File: src/rtl/pwr_seq_pkg.sv
package pwr_seq_pkg;
  localparam int FIELD_W    = 8;
  localparam int NUM_FIELDS = 6;
  localparam int TIME_W     = FIELD_W * NUM_FIELDS;
endpackage

File: src/rtl/pwr_time_cmp.sv
module pwr_time_cmp #(
  parameter int FIELD_W    = pwr_seq_pkg::FIELD_W,
  parameter int NUM_FIELDS = pwr_seq_pkg::NUM_FIELDS,
  localparam int TIME_W    = FIELD_W * NUM_FIELDS
) (
  input  logic [TIME_W-1:0] now_i,
  input  logic [TIME_W-1:0] alarm_i,
  output logic              match_o
);
  logic [NUM_FIELDS-1:0] field_eq;

  // One equality slice per calendar field.
  for (genvar f = 0; f < NUM_FIELDS; f++) begin : g_field
    assign field_eq[f] = (now_i[f*FIELD_W +: FIELD_W] == alarm_i[f*FIELD_W +: FIELD_W]);
  end

  assign match_o = &field_eq;
endmodule

File: src/rtl/pwr_alm_status.sv
module pwr_alm_status (
  input  logic clk,
  input  logic rst_n,
  input  logic event_i,
  input  logic clr_i,
  output logic stat_o
);
  logic stat_q, stat_d;

  always_comb begin
    stat_d = stat_q;
    if (clr_i)   stat_d = 1'b0;
    if (event_i) stat_d = 1'b1;   // event has priority over clear
  end

  always_ff @(posedge clk or negedge rst_n) begin
    if (!rst_n) stat_q <= 1'b0;
    else        stat_q <= stat_d;
  end

  assign stat_o = stat_q;

  AST_SET_ON_EVENT: assert property (@(posedge clk) disable iff (!rst_n)
    event_i |=> stat_q);
  AST_CLR_ALONE: assert property (@(posedge clk) disable iff (!rst_n)
    (clr_i && !event_i) |=> !stat_q);
endmodule

File: src/rtl/pwr_en_latch.sv
module pwr_en_latch (
  input  logic clk,
  input  logic rst_n,
  input  logic event_i,
  input  logic arm_i,
  output logic pwr_en_o
);
  logic pwr_q, pwr_d;
  logic drop_en;

  assign drop_en = event_i & arm_i;

  always_comb begin
    pwr_d = pwr_q;
    if (drop_en) pwr_d = 1'b0;
  end

  always_ff @(posedge clk or negedge rst_n) begin
    if (!rst_n) pwr_q <= 1'b1;
    else        pwr_q <= pwr_d;
  end

  assign pwr_en_o = pwr_q;

  AST_PWR_STAYS_OFF: assert property (@(posedge clk) disable iff (!rst_n)
    !pwr_q |=> !pwr_q);
  AST_UNARMED_KEEPS_PWR: assert property (@(posedge clk) disable iff (!rst_n)
    (pwr_q && !arm_i) |=> pwr_q);
endmodule

File: src/rtl/pwr_alarm_seq.sv
module pwr_alarm_seq #(
  parameter int FIELD_W    = pwr_seq_pkg::FIELD_W,
  parameter int NUM_FIELDS = pwr_seq_pkg::NUM_FIELDS,
  localparam int TIME_W    = FIELD_W * NUM_FIELDS
) (
  input  logic              clk,
  input  logic              rst_n,
  input  logic              sec_tick_i,
  input  logic [TIME_W-1:0] now_i,
  input  logic [TIME_W-1:0] alarm_i,
  input  logic              pwr_arm_i,
  input  logic              alm_irq_en_i,
  input  logic              alm_clr_i,
  output logic              pwr_en_o,
  output logic              alm_stat_o,
  output logic              alm_irq_o
);
  logic [1:0] rst_sync_q;
  logic       rst_s_n;
  logic       match;
  logic       alm_event;

  // Asynchronous assert, synchronous release.
  always_ff @(posedge clk or negedge rst_n) begin
    if (!rst_n) rst_sync_q <= 2'b00;
    else        rst_sync_q <= {rst_sync_q[0], 1'b1};
  end
  assign rst_s_n = rst_sync_q[1];

  pwr_time_cmp #(.FIELD_W(FIELD_W), .NUM_FIELDS(NUM_FIELDS)) u_cmp (
    .now_i   (now_i),
    .alarm_i (alarm_i),
    .match_o (match)
  );

  // Compare only on the seconds-update cycle.
  assign alm_event = sec_tick_i & match;

  pwr_alm_status u_stat (
    .clk     (clk),
    .rst_n   (rst_s_n),
    .event_i (alm_event),
    .clr_i   (alm_clr_i),
    .stat_o  (alm_stat_o)
  );

  pwr_en_latch u_pwr (
    .clk      (clk),
    .rst_n    (rst_s_n),
    .event_i  (alm_event),
    .arm_i    (pwr_arm_i),
    .pwr_en_o (pwr_en_o)
  );

  assign alm_irq_o = alm_stat_o & alm_irq_en_i;

  AST_NO_TICK_NO_SET: assert property (@(posedge clk) disable iff (!rst_s_n)
    $rose(alm_stat_o) |-> $past(sec_tick_i));
  AST_PWR_FALL_WITH_STAT: assert property (@(posedge clk) disable iff (!rst_s_n)
    $fell(pwr_en_o) |-> alm_stat_o);
endmodule

File: config.mk
export PLATFORM = sky130hd
export DESIGN_NAME = pwr_alarm_seq
export DESIGN_NICKNAME = d
export VERILOG_FILES = /design/src/rtl/pwr_seq_pkg.sv /design/src/rtl/pwr_time_cmp.sv /design/src/rtl/pwr_alm_status.sv /design/src/rtl/pwr_en_latch.sv /design/src/rtl/pwr_alarm_seq.sv
export SDC_FILE = /design/constraint.sdc
export NUM_CORES = 1
export LEC_CHECK = 0
export BUFFER_PORTS_ARGS = -buffer_cell sky130_fd_sc_hd__buf_4
export CAP_MARGIN = 20
export CORE_AREA = 2 2 52 54
export DETAILED_ROUTE_END_ITERATION = 10
export DIE_AREA = 0 0 54 56
export GPL_TIMING_DRIVEN = 0
export PLACE_DENSITY = 0.75
export RECOVER_POWER = 25
export SLEW_MARGIN = 30
export SYNTH_ARGS = -nofsm -noshare
export SYNTH_HDL_FRONTEND = slang
export SYNTH_HIERARCHICAL = 1
export SYNTH_SLANG_ARGS = --single-unit
File: constraint.sdc
create_clock -name clk -period 0.85 [get_ports clk]
set_clock_uncertainty 0.15 [all_clocks]
set_input_delay 0.085 -clock clk [delete_from_list [all_inputs] [get_ports clk]]
set_output_delay 0.085 -clock clk [all_outputs]
set_load 0.005 [all_outputs]
==> summary.txt <==
Final layout
  – Multi-input gate area in the final layout: 596.8 µm²
  – Layout cells sized above 1: 64.13%
  – Total area of sequential cells: 101.3 µm²
  – Commonest cells after routing, fill and taps aside: 97 x buf_4, 47 x xor2_1, 8 x buf_6, 8 x nor4_1, 4 x nor4_2
  – Post-layout util: 65.54%
  – Most common cell after layout, fill and taps aside: buf_4
  – Antenna cells: 0
  – Finished Cell Area: 1594 µm²
  – P&R area growth vs syn: 139.9%
  – Nets: 287
  – Filler Cells Inserted: 213

STA
  – Hold WS: -0.1710 ns
  – Setup TNS: -1.337 ns
  – Fin crit share: 140.2%
  – Final worst path period need: 1.192 ns
  – Setup violators final: 5
  – Max Slew Vio Count: 0
  – Final setup margin: -0.3420 ns
  – Final hold violation count: 3
  – RSZ-0062 raised after global routing: yes
  – Fmax: 0.8390 GHz

Placement
  – Placed wire-length estimate: 2240 µm
  – Number of port buffers: 104
  – Routability cong.: 0.7022
  – Placed instance area: 1485 µm²

Power
  – Internal power: between 0.7 and 0.8 mW
  – Sequential share of power: between 10% and 20%
  – Logic pwr share: 56.1%
  – PD cells: 678.3 nW/µm²
  – Switching power: between 0.2 and 0.3 mW
  – Sw Share: 27.38%
  – Worst IR drop on VDD: 0.0009452 V
  – LEAKAGE: around 0.83 nW
  – Clock Power Share: 25.5%

Clock network
  – H-tree levels: 1
  – Clock Path Buffers: 2
  – # clock sinks: 4
  – CTS Hold Bufs: 1
  – Total CTS buffers: 3
  – Root Driver: clkbuf_4
  – Clock-pin transition on the worst setup and hold timing paths: 0.05 ns
  – CTS tree: done
  – Worst skew pair latency: roughly 0.25 ns

Detailed routing
  – Post-Route WL: 2490 µm
  – Via density: 4.430
  – Per-cell routed wire length: 11.64 µm
  – Post-route DRC: 0
  – Routed Antenna Nets: 0
  – Initial DRC count: 2
  – Total number of vias: 948
  – DRT Pass-1 Iters: 2

Yosys
  – Largest family of logic cells by synthesized area: XOR/XNOR gates
  – Syn Nets: 176
  – Post-synth top area cell: xor2_1
  – Simple-Gate Fraction of Synth Area: 17.51%
  – Mapped Cells: 74
  – Post-Synth Adder-Cell Area: 0%
  – Register area share after synthesis: 15.25%
  – Mapped Avg Cell Area: 8.978 µm²
  – Mux share of post-synthesis cell area: 0%
  – Synth Area in Compound Gates: 2.825%
  – Synth top area cells: xor2_1 63%, dfrtp_1 11%, nor4_1 11%
  – FF+latch count, synth: 4
  – Top cell type's share of synthesized area: 63.28%
  – Unique masters post-synth: 11
  – Post-synthesis cell area: 664.4 µm²
  – Post-Synth XOR/XNOR Area: a little over three fifths
  – YS warnings: 6

Critical path
  – WP depth: 7
  – Crit. End Element: flip-flop
  – Crit path largest cell delay: 0.31 ns
  – WP data required: 0.89 ns
  – Register-to-Register Path Depth: 2
  – Worst path bufs/invs: 1
  – CP arrival: 1.23 ns
  – CP top delay family: simple AND/OR/NAND/NOR gates
  – CP max stage cell: nor4_1
  – Worst-path fanout max: 2
  – Crit start category: primary input
  – Crit path cell chain: buf_4 -> xor2_1 -> nor4_1 -> nand4_1 -> nor3_2 -> and2_4 -> a21o_1
  – Crit Path Class: in2reg

Global routing
  – All-Layer GR Usage: 16.77%
  – Initial antenna violation count: 0
  – Vias in the first global route: 998
  – First-pass GRT wire length: 3746 µm
  – Largest net degree at the start of global routing: 4
  – Remaining Overflow, GRT: 0

Floorplanning
  – Total core area: around 2400 µm²
  – Chip width: approximately 54 µm
  – Starting Density: 27.31%
  – Die Ht: 56 µm
  – Rows: 18
  – Die ar.: 3024 µm²
  – Top Ports: around 110

Worst hold path
  – Worst Hold Depth: 2
  – Hold WC Path Type: in2reg

Status
  – Failing checks: negative hold slack, negative setup slack
  – Status: complete, but fails checks

Job
  – Max-Cap Viols: 0
-- metal layers --
metal	share of wire (%)	global-route usage [%]	vias to the layer above	wire length, µm
li1	-	-	471	-
met1	26	14.45	401	653
met2	57	34.15	72	1417
met3	15	5.376	4	384
met4	1.4	4.286	0	34
met5	0	0	-	0
-- cell families (layout without fill, tap and decap cells) --
kind of cell	after synthesis	count (layout)
xor gates and xnor gates	48	48
and+or+nand+nor	18	18
DFF	4	4
AOI/OAI and AO/OA	2	2
other	1	1
buffers and inverters	1	111
-- final timing paths --
check,slack (ns),endpoint,start
max in group asynchronous,0.45,rst_sync_q[0],rst_n
min in group asynchronous,-0.13,u_stat/stat_o,rst_sync_q[1]
setup reg to reg,-0.11,u_stat/stat_o,u_stat/stat_o
hold reg to reg,-0.13,u_stat/stat_o,rst_sync_q[1]
hold / removal,-0.17,u_pwr/pwr_en_o,pwr_arm_i
setup / recovery,-0.34,u_stat/stat_o,alarm_i[0]
-- power groups by stage --
stage               clock [mW]  combinational [mW]  sequential (mW)
floorplan                    0               0.161            0.201
global route             0.316               0.665            0.199
CTS                      0.283               0.592            0.199
detailed placement           0               0.580            0.201
global placement             0               0.564            0.201
finish                   0.276               0.607            0.198
-- flip-flops by register name (all words and copies together) (netlist names) --
signal and flops:
rst_sync_q 2, u_pwr/pwr_en_o 1, u_stat/stat_o 1
-- layout make-up --
type,count,share of cell area [%]
Tap cell,30,2.355
Timing Repair Buffer,106,51.96
Clock buffer,4,1.648
Sequential cell,4,6.358
Multi-Input combinational cell,69,37.44
Inverter,1,0.2355
-- stage by stage --
step	setup WS [ns]	total power, mW	instances	hold slack (ns)
after floorplan	-0.3634	0.3617	74	-0.3606
after global placement	-0.6745	0.7644	208	-0.2822
after detailed placement	-0.6738	0.7809	208	-0.2791
after CTS	-0.3517	1.074	213	-0.1730
after global routing	-0.4005	1.180	214	-0.1790
final	-0.3420	1.081	214	-0.1710
-- cell usage after synthesis --
| library cell | number |
|---|---|
| xor2_1 | 48 |
| nor4_1 | 12 |
| dfrtp_1 | 3 |
| nand4_1 | 3 |
| and2_1 | 2 |
| a21boi_2 | 1 |
| a21o_1 | 1 |
| conb_1 | 1 |
| dfstp_2 | 1 |
| inv_1 | 1 |
| nor3_2 | 1 |
-- timing repair --
action                                  in CTS  in global routing
gates resized for setup                      3                 11
endpoints found under the setup margin       5                  5
endpoints found under the hold margin        5                  3
pin swaps                                    9                  9
setup buffers                                0                  1
Power figures use the tool's default switching activity.
